<file path="src/rtl/dpl_pkg.sv">
// Package: shared selector encoding for the dual phase comparator.
// Assumes two channels; bit 0 of the selector picks the channel.
package dpl_pkg;
    typedef enum logic [1:0] {
        MON_REF_A = 2'b00,
        MON_REF_B = 2'b01,
        MON_DIV_A = 2'b10,
        MON_DIV_B = 2'b11
    } mon_src_e;
endpackage

</file>
<file path="src/rtl/dpl_pfd.sv">
// Module: edge-flag phase comparator for one channel.
// Latches which of the reference and divider pulses arrived first. It counts
// the cycles until the other one arrives, then holds both switches closed
// for DZ_CYC cycles. Assumes single-cycle pulses spaced further apart than
// one comparison plus the tail.
module dpl_pfd #(
    parameter int DZ_CYC = 2,
    parameter int ERR_W  = 5
) (
    input  logic             clk,
    input  logic             rst_n,
    input  logic             sleep_i,
    input  logic             fr_i,
    input  logic             fp_i,
    output logic             up_o,
    output logic             dn_o,
    output logic             meas_vld_o,
    output logic [ERR_W-1:0] meas_w_o
);
    localparam int TAIL_W = $clog2(DZ_CYC) + 1;
    localparam logic [TAIL_W-1:0] TAIL_LAST = TAIL_W'(DZ_CYC - 1);

    logic              fr_seen, fp_seen;
    logic [TAIL_W-1:0] tail;
    logic [ERR_W-1:0]  gap;
    logic              both, fr_new, fp_new, closes;

    // Decode the arrival events of this cycle.
    always_comb begin
        both   = fr_seen & fp_seen;
        fr_new = fr_i & ~fr_seen;
        fp_new = fp_i & ~fp_seen;
        closes = ~both & ((fr_new & (fp_seen | fp_new)) | (fp_new & (fr_seen | fr_new)));
    end

    // Arrival flags, error gap counter, dead-zone tail and measurement.
    always_ff @(posedge clk) begin
        if (!rst_n || sleep_i) begin
            fr_seen    <= 1'b0;
            fp_seen    <= 1'b0;
            tail       <= '0;
            gap        <= '0;
            meas_vld_o <= 1'b0;
            meas_w_o   <= '0;
        end else begin
            meas_vld_o <= closes;
            if (closes)
                meas_w_o <= (fr_seen | fp_seen) ? ((gap == '1) ? gap : gap + 1'b1) : '0;
            if (both) begin
                if (tail == TAIL_LAST) begin
                    fr_seen <= 1'b0;
                    fp_seen <= 1'b0;
                    tail    <= '0;
                end else begin
                    tail <= tail + 1'b1;
                end
            end else begin
                if (fr_new) fr_seen <= 1'b1;
                if (fp_new) fp_seen <= 1'b1;
                if (closes)
                    gap <= '0;
                else if ((fr_seen ^ fp_seen) && gap != '1)
                    gap <= gap + 1'b1;
            end
        end
    end

    // Switch controls; sleep opens them without waiting for the clear.
    always_comb begin
        up_o = fr_seen & ~sleep_i;
        dn_o = fp_seen & ~sleep_i;
    end

    // once both have arrived, the pair stays closed into the next cycle.
    if (DZ_CYC >= 2) begin : g_dz_chk
        a_r4_tail_holds: assert property (@(posedge clk) disable iff (!rst_n || sleep_i)
            $rose(fr_seen & fp_seen) |=> (fr_seen & fp_seen));
    end

    // a measurement only follows a cycle with a pulse on an input.
    a_r2_meas_follows_pulse: assert property (@(posedge clk) disable iff (!rst_n)
        meas_vld_o |-> $past(fr_i || fp_i));

    // a sleeping channel holds no arrival state on the next cycle.
    a_r8_sleep_clears: assert property (@(posedge clk) disable iff (!rst_n)
        sleep_i |=> !(fr_seen || fp_seen));
endmodule

</file>
<file path="src/rtl/dpl_lock_filt.sv">
// Module: lock filter with hysteresis for one channel.
// Big errors drop lock immediately. Lock is granted after LOCK_RUN
// consecutive small errors, and mid-band errors restart the run.
// Assumes LOCK_MAX < UNLOCK_MIN and LOCK_RUN >= 1.
module dpl_lock_filt #(
    parameter int LOCK_MAX   = 6,
    parameter int UNLOCK_MIN = 10,
    parameter int LOCK_RUN   = 3,
    parameter int ERR_W      = 5
) (
    input  logic             clk,
    input  logic             rst_n,
    input  logic             hold_i,
    input  logic             vld_i,
    input  logic [ERR_W-1:0] w_i,
    output logic             locked_o
);
    localparam int RUN_W = $clog2(LOCK_RUN + 1);
    localparam logic [RUN_W-1:0] RUN_LAST = RUN_W'(LOCK_RUN - 1);
    localparam logic [ERR_W-1:0] LMAX = ERR_W'(LOCK_MAX);
    localparam logic [ERR_W-1:0] UMIN = ERR_W'(UNLOCK_MIN);

    logic [RUN_W-1:0] run;

    // Track the run of small errors and update the lock flag.
    always_ff @(posedge clk) begin
        if (!rst_n || hold_i) begin
            locked_o <= 1'b0;
            run      <= '0;
        end else if (vld_i) begin
            if (w_i >= UMIN) begin
                locked_o <= 1'b0;
                run      <= '0;
            end else if (w_i <= LMAX) begin
                if (run == RUN_LAST) locked_o <= 1'b1;
                else                 run      <= run + 1'b1;
            end else begin
                run <= '0;
            end
        end
    end

    // a big error clears lock on the next cycle.
    a_r6_big_error_unlocks: assert property (@(posedge clk) disable iff (!rst_n || hold_i)
        (vld_i && w_i >= UMIN) |=> !locked_o);

    // lock only rises right after a small-error measurement.
    a_r5_rise_after_small: assert property (@(posedge clk) disable iff (!rst_n || hold_i)
        $rose(locked_o) |-> $past(vld_i && w_i <= LMAX));

    // a mid-band error leaves the lock flag as it was.
    a_r7_mid_band_keeps: assert property (@(posedge clk) disable iff (!rst_n || hold_i)
        (vld_i && w_i > LMAX && w_i < UMIN) |=> (locked_o == $past(locked_o)));
endmodule

</file>
<file path="src/rtl/dual_pfd_lock.sv">
// Module: two-channel phase comparator with combined lock and monitor.
// Instantiates a comparator and a lock filter per channel. It forms the
// tri-state drive from the switch pair, ANDs channel lock states (sleep
// counts as locked) and muxes the monitor output.
// Assumes all pulse inputs are synchronous to clk.
module dual_pfd_lock #(
    parameter int DZ_CYC     = 2,
    parameter int LOCK_MAX   = 6,
    parameter int UNLOCK_MIN = 10,
    parameter int LOCK_RUN   = 3
) (
    input  logic       clk,
    input  logic       rst_n,
    input  logic [1:0] fr_i,
    input  logic [1:0] fp_i,
    input  logic [1:0] sleep_i,
    input  logic [1:0] pol_i,
    input  logic       mon_lds_i,
    input  logic [1:0] mon_src_i,
    output logic [1:0] pump_up_o,
    output logic [1:0] pump_dn_o,
    output logic [1:0] drv_en_o,
    output logic [1:0] drv_lvl_o,
    output logic       lock_o,
    output logic       mon_o
);
    import dpl_pkg::*;

    localparam int NUM_CH = 2;
    localparam int ERR_W  = $clog2(UNLOCK_MIN + 1) + 1;

    logic [NUM_CH-1:0] ch_locked, ch_ok;

    for (genvar c = 0; c < NUM_CH; c++) begin : g_ch
        logic             vld;
        logic [ERR_W-1:0] width;

        dpl_pfd #(.DZ_CYC(DZ_CYC), .ERR_W(ERR_W)) u_pfd (
            .clk(clk), .rst_n(rst_n), .sleep_i(sleep_i[c]),
            .fr_i(fr_i[c]), .fp_i(fp_i[c]),
            .up_o(pump_up_o[c]), .dn_o(pump_dn_o[c]),
            .meas_vld_o(vld), .meas_w_o(width)
        );

        dpl_lock_filt #(.LOCK_MAX(LOCK_MAX), .UNLOCK_MIN(UNLOCK_MIN),
                        .LOCK_RUN(LOCK_RUN), .ERR_W(ERR_W)) u_filt (
            .clk(clk), .rst_n(rst_n), .hold_i(sleep_i[c]),
            .vld_i(vld), .w_i(width), .locked_o(ch_locked[c])
        );

        // Tri-state drive: enabled when exactly one switch is closed.
        always_comb begin
            drv_en_o[c]  = pump_up_o[c] ^ pump_dn_o[c];
            drv_lvl_o[c] = drv_en_o[c] & (pol_i[c] ? pump_up_o[c] : pump_dn_o[c]);
            ch_ok[c]     = ch_locked[c] | sleep_i[c];
        end
    end

    // Combined lock and monitor selection.
    always_comb begin
        lock_o = &ch_ok;
        if (!mon_lds_i) begin
            mon_o = lock_o;
        end else begin
            case (mon_src_e'(mon_src_i))
                MON_REF_A: mon_o = fr_i[0];
                MON_REF_B: mon_o = fr_i[1];
                MON_DIV_A: mon_o = fp_i[0];
                default:   mon_o = fp_i[1];
            endcase
        end
    end
endmodule

</file>
<file path="config.mk">
export PLATFORM = sky130hd
export DESIGN_NAME = dual_pfd_lock
export DESIGN_NICKNAME = d
export VERILOG_FILES = /design/src/rtl/dpl_pkg.sv /design/src/rtl/dpl_pfd.sv /design/src/rtl/dpl_lock_filt.sv /design/src/rtl/dual_pfd_lock.sv
export SDC_FILE = /design/constraint.sdc
export NUM_CORES = 1
export LEC_CHECK = 0
export BUFFER_PORTS_ARGS = -buffer_cell sky130_fd_sc_hd__buf_2
export CAP_MARGIN = 20
export CORE_AREA = 2 2 66 68
export CTS_CLUSTER_DIAMETER = 80
export DETAILED_ROUTE_END_ITERATION = 6
export DIE_AREA = 0 0 68 70
export GPL_TIMING_DRIVEN = 0
export PLACE_DENSITY = 0.68
export RECOVER_POWER = 100
export SLEW_MARGIN = 20
export SYNTH_ARGS = -nofsm -noshare
export SYNTH_HDL_FRONTEND = slang
export SYNTH_HIERARCHICAL = 1
export SYNTH_SLANG_ARGS = --single-unit
</file>
<file path="constraint.sdc">
create_clock -name clk -period 2.7 [get_ports clk]
set_input_delay 0.135 -clock clk [delete_from_list [all_inputs] [get_ports clk]]
set_output_delay 0.135 -clock clk [all_outputs]
set_load 0.05 [all_outputs]
</file>
==> impl_results.md, run 1 <==
- CTS tree: yes
- Post-route setup slack: 0.596 ns
- GR Overflow Total: 0
- Initial antenna violation count: 0
- Max VDD drop: 280 µV
- Final Net Count: 265
- DPL Wire Length: 2820 µm
- First-pass GRT wire length: between 6000 and 7000 µm
- Placer Congestion: 0.746
- Lkg Pwr: 0.830 nW
- Post-synthesis mux area share: 7.06%
- Die Ht: 70 µm
- Total CTS buffers: 5
- Share of layout cells above drive strength 1: 10.8%
- FP Rows: 24
- Clock Latency Late Sink: 0.29 ns
- Logic pwr share: 12.9%
- Worst Tran Pin Value: 0.654 ns
- Clk pwr share: 37.5%
- Net Sw Frac: 26.2%
- Footprint of the multi-input gates: 1090 µm²
- RSZ-0062 raised after global routing: no
- Internal power: 814 µW
- Diode count: 0
- Area of the die: 4760 µm²
- Reg power frac: 49.7%
- Outcome: completed
- HP Class: in2reg
- CP Capture Type: register
- Final WL: 3750 µm
- Highest clock rate: 0.475 GHz
- Worst Skew: between 0.005 and 0.006 ns
- I/O pin cnt: 23
- Sink Count: 36
- Dpl ws: 0.705 ns
- Via/cell ratio: approximately 5.2
- Yosys warning total: 6
- Max-slew violations: 0
- CP startpoint kind: register
- Wirelength per Cell: 12.8 µm
- Syn avg cell area: 9.23 µm²
- Post-Synth XOR/XNOR Area: slightly above 7%
- Total GRT Usage: between 10% and 20%
- Die X: 68 µm
- CTS root buf: clkbuf_8
- Area grow syn2layout: 9.18%
- Adder-cell share of the synthesized area: about 7.7%
- Vias in the first global route: 1462
- Largest family of logic cells by synthesized area: simple AND/OR/NAND/NOR gates
- Post-CTS sizing: 0
- Data arrival time of the critical path: 2.27 ns
- Maxcap violations: 0
- WS Path Type: reg2reg
- Largest net degree at the start of global routing: 11
- Max Fanout on Critical Path: 10
- Synthesized Nets: roughly 240
- Starting Density: 47.0%
- Util after Layout: 51.3%
- Final setup violation count: 0
- Post-synthesis register bit count: 36
- Register area: 721 µm²
- Sequential fraction of the synthesis area: 37.0%
- Total core area: 4140 µm²
- DRC violations left: 0
- Synth Area in Compound Gates: between 10 and 15%
- Layout fillers: 423
- Final worst-path cycle share: 77.9%
- # hold bufs at CTS: 0
- Net Sw Power: between 200 and 300 µW
- Crit path time final: 2.10 ns
- Relative slew margins: 56.6%
- Maximum clock path buffer count: 2
- Mapped Cells: about 210
- Initial DRC count: 55
- Port Buffers: 22
- First-pass iteration count of the detailed router: 5
- Fin Setup TNS: 0 ns
- Post-CTS Setup Inserts: 0
- Worst endpoint required time: roughly 2.9 ns
- Synthesized area: slightly below 2000 µm²
- Post-synthesis simple-gate area fraction: 22.5%
- Hold Violations, Final: 0
- Vias: around 1.5k
- Htree depth: 2
- WHS: about 0.17 ns
- Antenna-violating nets left: 0
- P per Cell Area: approximately 520 nW/µm²
- Distinct cells, synth: 32
- Worst-path clk slew: 0.07 ns
cell families (layout without fill, tap and decap cells):
family | after synthesis | in the layout
and+or+nand+nor | 88 | 88
DFF | 36 | 36
AOI/OAI and AO/OA | 31 | 31
xor gates and xnor gates | 16 | 16
buffers and inverters | 16 | 45
adders and majority gates | 12 | 12
muxes | 12 | 12
final timing paths:
kind,endpoint,startpoint,slack (ns),cells after the start
worst max register to register,g_ch[1].u_pfd/meas_w_o[1]$_SDFFE_PP0P_,g_ch[1].u_pfd/fr_seen$_SDFFE_PP0P_,0.60,6
worst min register to register,g_ch[0].u_filt/run[0]$_SDFFE_PP0P_,g_ch[0].u_filt/run[0]$_SDFFE_PP0P_,0.47,2
worst max-delay path,g_ch[1].u_pfd/meas_w_o[1]$_SDFFE_PP0P_,g_ch[1].u_pfd/fr_seen$_SDFFE_PP0P_,0.60,6
worst min-delay path,g_ch[0].u_pfd/fp_seen$_SDFFE_PP0P_,fp_i[0],0.17,3
state kept, by name (all words and copies together), names as in the netlist:
signal / count
g_ch.u_pfd/tail: 4
g_ch.u_filt/run: 4
g_ch.u_pfd/gap: 10
g_ch.u_pfd/meas_w_o: 10
g_ch.u_pfd/fp_seen: 2
g_ch.u_pfd/meas_vld_o: 2
g_ch.u_filt/locked_o: 2
g_ch.u_pfd/fr_seen: 2
power by group through the flow:
stage | clock network (mW) | registers (mW) | logic (mW)
floorplan | 0 | 0.559 | 0.115
global placement | 0 | 0.561 | 0.153
detailed placement | 0 | 0.561 | 0.155
CTS | 0.427 | 0.549 | 0.155
global route | 0.448 | 0.549 | 0.158
finish | 0.413 | 0.548 | 0.142
layout by cell type (no fill, tap or decap):
master    netlist  routed
xnor2_1         8       8
mux2i_1        10      10
inv_1          12      12
a211oi_1        0       3
o32ai_1         2       4
o22ai_1         4       4
ha_1           12      12
and3_1          4       4
a211oi_2        4       1
a311oi_1        0       2
mux4_2          1       1
buf_2           0      12
a21oi_2         2       2
a21oi_1         6       6
nand4_1         2       2
a31oi_1         2       2
nor3b_2         2       2
nand3_1         2       2
nor3_1         10      10
xor2_1          8       8
nand2_1        18      18
o22a_1          1       1
o21ai_0         2       2
nand2b_1       14      14
mux2_4          1       1
a21boi_1        2       2
nor2b_1         4       4
o21bai_1        0       2
dfxtp_1        36      36
nor2_1         28      28
nand3b_1        4       4
clkbuf_8        0       7
clkbuf_1        2      14
area by class of cell:
class                      instances  area share [%]
multi-input combinational        159            51.1
sequential                        36            33.9
timing repair buffer              22            4.59
clock buffer                       7            4.53
tap                               52            3.06
inverter                          12            2.12
buffer                             4           0.706
cell usage after synthesis:
master,count,area share [%]
nand2b_1,14,4.5
and3_1,4,1.3
ha_1,12,7.7
o32ai_2,2,1.7
o21bai_4,2,1.9
clkbuf_1,2,0.39
inv_1,12,2.3
dfxtp_1,36,37
o32ai_1,2,0.90
o22ai_1,4,1.3
buf_6,2,1.2
nor3_1,10,2.6
nand2_1,18,3.5
a211oi_2,4,2.6
nand3_1,2,0.51
a21oi_1,6,1.5
a311oi_2,2,1.5
mux4_2,1,1.2
nor3b_2,2,1.3
mux2_4,1,0.77
xor2_1,8,3.6
xnor2_1,8,3.6
nor2b_1,4,1.3
nor2_1,28,5.4
nand4_1,2,0.64
a31oi_1,2,0.64
a21oi_2,2,0.90
a21boi_1,2,0.77
o22a_1,1,0.45
nand3b_1,4,1.5
mux2i_1,10,5.1
o21ai_0,2,0.51
worst max-delay path, stage by stage, from the launching register on:
cell	delay, ns
dfxtp_1	0.35
ha_1	0.29
o21bai_1	0.21
a211oi_1	0.38
clkbuf_1	0.47
mux2i_1	0.24
nor2_1	0.05
metrics by stage:
| step | cells | instance area, µm² | power [mW] |
|---|---|---|---|
| floorplan | 211 | 1950 | 0.674 |
| global placement | 285 | 2120 | 0.714 |
| detailed placement | 285 | 2120 | 0.716 |
| CTS | 292 | 2220 | 1.13 |
| global route | 292 | 2130 | 1.15 |
| finish | 292 | 2130 | 1.10 |
metal layers:
metal,part of all wire (%),track usage (%)
met1,50,23.9
met2,44,27.0
met3,4.8,4.19
met4,1.1,9.33
met5,0,0
(Power assumes the default switching activity.)
==> inputs of run 2 (changes only) <==
--- a/config.mk
+++ b/config.mk
@@ -12,7 +12,7 @@
 export DETAILED_ROUTE_END_ITERATION = 6
 export DIE_AREA = 0 0 68 70
 export GPL_TIMING_DRIVEN = 0
-export PLACE_DENSITY = 0.68
+export PLACE_DENSITY = 0.71
 export RECOVER_POWER = 100
 export SLEW_MARGIN = 20
 export SYNTH_ARGS = -nofsm -noshare
==> constraint.sdc (replaced) <==
create_clock -name clk -period 1.74 [get_ports clk]
set_input_delay 0.087 -clock clk [delete_from_list [all_inputs] [get_ports clk]]
set_output_delay 0.087 -clock clk [all_outputs]
set_load 0.05 [all_outputs]
==> impl_results.md, run 2 (synthesized netlist as in run 1, its figures left out) <==
- Outcome: complete, but fails checks
- Violated checks: negative setup slack
- Net Sw Power: 487 µW (+69%)
- Die Ht: 70 µm (unchanged)
- Final worst-path cycle share: 101% (+23 points)
- Antenna-violating nets left: 0 (unchanged)
- Final Cell Area: 2510 µm² (+18%)
- Total GRT Usage: 18.5% (+0.45 points)
- Area of the die: 4760 µm² (unchanged)
- Vias in the first global route: 1434 (-1.9%)
- Fin cells: 309 (+5.8%)
- Worst Tran Pin Value: 0.517 ns (-0.137 ns)
- DRC violations left: 0 (unchanged)
- Placed Area: 2190 µm² (+3.1%)
- FP Rows: 24 (unchanged)
- Initial antenna violation count: 0 (unchanged)
- First-pass GRT wire length: 6540 µm (+0.43%)
- Critical path cell sequence: ha_4 -> and3_4 -> ha_4 -> nor3b_4 -> nand4_1 -> xor2_1 -> nor3_1
- Placer Congestion: 0.842 (+13%)
- Largest regs: g_ch.u_pfd/gap x10, g_ch.u_pfd/meas_w_o x10
- Lkg Pwr: 0.968 nW (+17%)
- Port Buffers: 22 (unchanged)
- Placed Cells: 285 (unchanged)
- Max-slew violations: 0 (unchanged)
- Highest clock rate: 0.569 GHz (+20%)
- Layout fillers: 357 (-16%)
- Initial DRC count: 35 (-36%)
- Clock Latency Late Sink: 0.29 ns (about the same)
- Worst endpoint required time: 1.96 ns (-0.91 ns)
- CTS tree: yes
- Die X: 68 µm (unchanged)
- P per Cell Area: 745 nW/µm² (+44%)
- Largest net degree at the start of global routing: 12 (+1)
- Final setup violation count: 1 (+1)
- Crit path time final: 1.76 ns (-0.347 ns)
- WS Path Type: reg2reg
- Via/cell ratio: 5.17 (-0.45%)
- Maximum clock path buffer count: 2 (unchanged)
- Commonest non-fill, non-tap cells in the layout: 29 x dfxtp_1, 24 x nor2_1, 21 x buf_2, 18 x nand2_1, 16 x buf_4
- Fin Setup TNS: -0.0167 ns (-0.0167 ns)
- Max VDD drop: 448 µV (+60%)
- Util after Layout: 60.6% (+9.3 points)
- Starting Density: 47.0% (unchanged)
- CP dominant cell by count: ha_4
- Maxcap violations: 0 (unchanged)
- Worst Skew: 0.00666 ns (+0.00120 ns)
- Hold Violations, Final: 0 (unchanged)
- Biggest cell delay along the critical path: 0.36 ns (-0.11 ns)
- Register area: 739 µm² (+2.6%)
- Internal power: 1.39 mW (+70%)
- Logic pwr share: 16.0% (+3.1 points)
- Htree depth: 2 (unchanged)
- Vias: 1597 (+5.3%)
- GR Overflow Total: 0 (unchanged)
- Commonest non-fill, non-tap cell in the layout: dfxtp_1
- Data arrival time of the critical path: 1.98 ns (-0.29 ns)
- Total CTS buffers: 5 (unchanged)
- CP Buf/Inv Count: 0 (-1)
- Top Family by Delay on Critical Path: simple AND/OR/NAND/NOR gates
- Relative slew margins: 65.6% (+9.0 points)
- Diode count: 0 (unchanged)
- CTS root buf: clkbuf_8
- Wirelength per Cell: 13.5 µm (+5.4%)
- Total core area: 4140 µm² (unchanged)
- Footprint of the multi-input gates: 1290 µm² (+19%)
- First-pass iteration count of the detailed router: 4 (-1)
- CP Capture Type: register
- CP startpoint kind: register
- RSZ-0062 raised after global routing: yes
- I/O pin cnt: 23 (unchanged)
- Slowest CP cell: dfxtp_4
- Reg power frac: 45.4% (-4.3 points)
- Final Net Count: 281 (+6.0%)
- Share of layout cells above drive strength 1: 33.5% (+23 points)
- Max Fanout on Critical Path: 5 (-5)
- Area grow syn2layout: 29.0%
- Sink Count: 36 (unchanged)
- Final WL: 4180 µm (+12%)
- Worst-path clk slew: 0.07 ns (about the same)
- # hold bufs at CTS: 0 (unchanged)
- Post-route setup slack: -0.0167 ns (-0.613 ns)
- Net Sw Frac: 26.0% (-0.17 points)
- DPL Wire Length: 2830 µm (+0.59%)
- Clk pwr share: 38.6% (+1.1 points)
- HP Class: in2reg
run 2: cell types whose count changed in the layout (fill, tap and decap cells not counted), moves of 3 or more:
cell      previous run  this run
dfxtp_1             36        29
nor2_1              28        24
ha_4                 0         4
dfxtp_2              0         3
buf_4                0        16
dfxtp_4              0         4
buf_2               12        21
clkbuf_1            14         3
ha_1                12         6
a211oi_1             3         0
run 2: routing by layer:
metal	part of all wire, %	GRT usage (%)	vias to the layer above
li1	-	-	814
met1	47	25.2	739
met2	47	26.4	36
met3	4.4	6.28	8
met4	2.0	8.00	0
met5	0	0	-
run 2: worst paths after layout:
kind / cells after the start / start / endpoint / slack [ns]
setup reg to reg: 7 / g_ch[0].u_pfd/gap[1]$_SDFFE_PP0P_ / g_ch[0].u_pfd/gap[3]$_SDFFE_PP0P_ / -0.02
hold / removal: 3 / fp_i[1] / g_ch[1].u_pfd/fp_seen$_SDFFE_PP0P_ / 0.14
setup / recovery: 7 / g_ch[0].u_pfd/gap[1]$_SDFFE_PP0P_ / g_ch[0].u_pfd/gap[3]$_SDFFE_PP0P_ / -0.02
hold reg to reg: 2 / g_ch[1].u_filt/run[0]$_SDFFE_PP0P_ / g_ch[1].u_filt/run[0]$_SDFFE_PP0P_ / 0.48
run 2: power groups by stage:
stage / Sequential, mW / Clock, mW / Combinational (mW)
after global routing: 0.852 / 0.792 / 0.324
final: 0.850 / 0.723 / 0.299
after global placement: 0.870 / 0 / 0.253
after CTS: 0.854 / 0.756 / 0.280
after detailed placement: 0.871 / 0 / 0.256
after floorplan: 0.868 / 0 / 0.191
run 2: what timing repair did:
action | CTS | global route
gates resized for setup | 10 | 14
buffers inserted | 5 | 11
setup endpoints to repair | 13 | 17
pin swaps | 3 | 11
run 2: metrics by stage:
step	hold WS, ns	worst slack [ns]	total power, mW
5_1_grt	0.160	-0.0994	1.97
4_1_cts	0.125	0.00682	1.89
3_5_place_dp	0.425	-0.146	1.13
6_report	0.144	-0.0167	1.87
3_3_place_gp	0.406	-0.141	1.12
2_1_floorplan	0.240	0.0140	1.06
run 2: tightest hold or removal path: stages:
cell and delay [ns]:
buf_2 0.11, o21bai_4 0.07, a21oi_1 0.12
run 2: cell type report:
cell class              count  area share (%)
repair buffers             38            9.26
flip-flops and latches     36            29.4
multi-input cells         159            51.4
clock inverters             2            1.39
well taps                  52            2.59
inverters                  12            1.79
plain buffers               4            1.20
clock buffers               6            2.89
==> inputs of run 3 (changes only) <==
--- a/config.mk
+++ b/config.mk
@@ -7,10 +7,10 @@
 export LEC_CHECK = 0
 export BUFFER_PORTS_ARGS = -buffer_cell sky130_fd_sc_hd__buf_2
 export CAP_MARGIN = 20
-export CORE_AREA = 2 2 66 68
+export CORE_AREA = 2 2 78 58
 export CTS_CLUSTER_DIAMETER = 80
 export DETAILED_ROUTE_END_ITERATION = 6
-export DIE_AREA = 0 0 68 70
+export DIE_AREA = 0 0 80 60
 export GPL_TIMING_DRIVEN = 0
 export PLACE_DENSITY = 0.71
 export RECOVER_POWER = 100
==> impl_results.md, run 3 (synthesized netlist as in run 1, its figures left out) <==
- I/O pin cnt: 23 (unchanged)
- Sink Count: 36 (unchanged)
- WHS: 0.127 ns (-0.0174 ns)
- Final WL: 4150 µm (-0.65%)
- RSZ-0062 raised after global routing: yes
- Antenna-violating nets left: 0 (unchanged)
- Initial antenna violation count: 0 (unchanged)
- Worst Tran Pin Value: 0.593 ns (+0.0760 ns)
- CP Capture Type: register
- Data arrival time of the critical path: 1.97 ns (about the same)
- Worst endpoint required time: 1.94 ns (-0.02 ns)
- Die X: 80 µm (+18%)
- Port Buffers: 22 (unchanged)
- Max Fanout on Critical Path: 4 (-1)
- DPL Wire Length: 2890 µm (+2.0%)
- # hold bufs at CTS: 0 (unchanged)
- Final setup violation count: 1 (unchanged)
- Placer Congestion: 0.789 (-6.3%)
- Violated checks: negative setup slack
- P per Cell Area: 710 nW/µm² (-4.7%)
- Final Net Count: 277 (-1.4%)
- HP Class: in2reg
- Worst Skew: 0.00729 ns (+0.000634 ns)
- Commonest non-fill, non-tap cell in the layout: dfxtp_1
- Power Total: 1.72 mW (-8.2%)
- Max VDD drop: 517 µV (+15%)
- Clock Latency Late Sink: 0.29 ns (about the same)
- Lkg Pwr: 0.918 nW (-5.2%)
- Logic pwr share: 16.4% (+0.4 points)
- CP startpoint kind: register
- Htree depth: 2 (unchanged)
- Relative slew margins: 60.7% (-4.9 points)
- CTS root buf: clkbuf_8
- Fin Setup TNS: -0.0327 ns (-0.0159 ns)
- Worst-path clk slew: 0.07 ns (about the same)
- Final worst-path cycle share: 102% (+0.92 points)
- Total CTS buffers: 5 (unchanged)
- Maxcap violations: 0 (unchanged)
- First-pass iteration count of the detailed router: 4 (unchanged)
- GR Overflow Total: 0 (unchanged)
- Diode count: 0 (unchanged)
- Share of layout cells above drive strength 1: 29.6% (-3.8 points)
- Highest clock rate: 0.564 GHz (-0.90%)
- Total GRT Usage: 17.4% (-1.1 points)
- Util after Layout: 59.0% (-1.6 points)
- Net Sw Power: 491 µW (+0.83%)
- Outcome: complete, but fails checks
- Initial DRC count: 74 (+110%)
- CTS tree: yes
- First-pass GRT wire length: 6320 µm (-3.4%)
- DRC violations left: 0 (unchanged)
- Largest net degree at the start of global routing: 13 (+1)
- Max-slew violations: 0 (unchanged)
- Commonest non-fill, non-tap cells in the layout: 30 x dfxtp_1, 24 x nor2_1, 18 x nand2_1, 14 x nand2b_1, 13 x buf_2
- Vias: 1561 (-2.3%)
- Post-route setup slack: -0.0327 ns (-0.0159 ns)
- WS Path Type: reg2reg
- Total core area: 4100 µm² (-0.97%)
- Clk pwr share: 34.0% (-4.6 points)
- Internal power: 1.23 mW (-11%)
- Area grow syn2layout: 24.3%
- Area of the die: 4800 µm² (+0.84%)
- Via/cell ratio: 5.07 (-1.9%)
- Starting Density: 47.5% (+0.46 points)
- Reg power frac: 49.6% (+4.2 points)
- Hold Violations, Final: 0 (unchanged)
- Crit path time final: 1.77 ns (+0.0159 ns)
- Die Ht: 60 µm (-14%)
- FP Rows: 20 (-17%)
- Net Sw Frac: 28.6% (+2.5 points)
- Largest regs: g_ch.u_pfd/gap x10, g_ch.u_pfd/meas_w_o x10
- Wirelength per Cell: 13.5 µm (-0.32%)
- Maximum clock path buffer count: 2 (unchanged)
- Vias in the first global route: 1338 (-6.7%)
run 3: layout make-up:
| class | instances | area, µm² |
|---|---|---|
| Buffer | 4 | 30.0 |
| Clock buffer | 5 | 68.8 |
| Clock inverter | 3 | 18.8 |
| Fill cell | 374 | 1680 |
| Inverter | 12 | 45.0 |
| Multi-Input combinational cell | 159 | 1260 |
| Sequential cell | 36 | 733 |
| Tap cell | 55 | 68.8 |
| Timing Repair Buffer | 34 | 196 |
run 3: path summary, 6_finish.rpt:
path,from,end,slack [ns],cells after the start
max,g_ch[1].u_pfd/gap[0]$_SDFFE_PP0P_,g_ch[1].u_pfd/gap[3]$_SDFFE_PP0P_,-0.03,7
min,fp_i[0],g_ch[0].u_pfd/fp_seen$_SDFFE_PP0P_,0.13,3
max reg2reg,g_ch[1].u_pfd/gap[0]$_SDFFE_PP0P_,g_ch[1].u_pfd/gap[3]$_SDFFE_PP0P_,-0.03,7
min reg2reg,g_ch[0].u_filt/run[0]$_SDFFE_PP0P_,g_ch[0].u_filt/run[0]$_SDFFE_PP0P_,0.47,2
run 3: power by group through the flow:
stage	Clock, mW	Sequential (mW)	Combinational, mW
after floorplan	0	0.868	0.191
after global placement	0	0.870	0.253
after detailed placement	0	0.871	0.255
after CTS	0.616	0.852	0.268
after global routing	0.640	0.855	0.302
final	0.585	0.853	0.282
run 3: routing by layer:
metal / up-vias / global-route usage (%) / routed length [µm]
met5: - / 0 / 0
met4: 0 / 5.81 / 48
met3: 5 / 5.89 / 132
met2: 16 / 25.6 / 1770
met1: 733 / 24.1 / 2200
li1: 807 / - / -
run 3: per-stage QoR:
step,instance area (µm²),cells,worst slack [ns]
after floorplan,2010,211,0.0140
after global placement,2190,288,-0.150
after detailed placement,2190,288,-0.171
after CTS,2340,299,0.00431
after global routing,2420,308,-0.120
final,2420,308,-0.0327
run 3: worst max-delay path, stage by stage, from the launching register on:
cell,delay [ns]
dfxtp_4,0.37
ha_4,0.16
and3_4,0.18
ha_4,0.17
nor3b_4,0.27
nand4_1,0.14
xor2_1,0.17
nor3_1,0.22
run 3: repair_timing:
| item | 4_1_cts | 5_1_grt |
|---|---|---|
| gates resized for setup | 9 | 12 |
| buffers inserted | 3 | 9 |
| pin swaps | 3 | 7 |
| setup endpoints to repair | 16 | 16 |
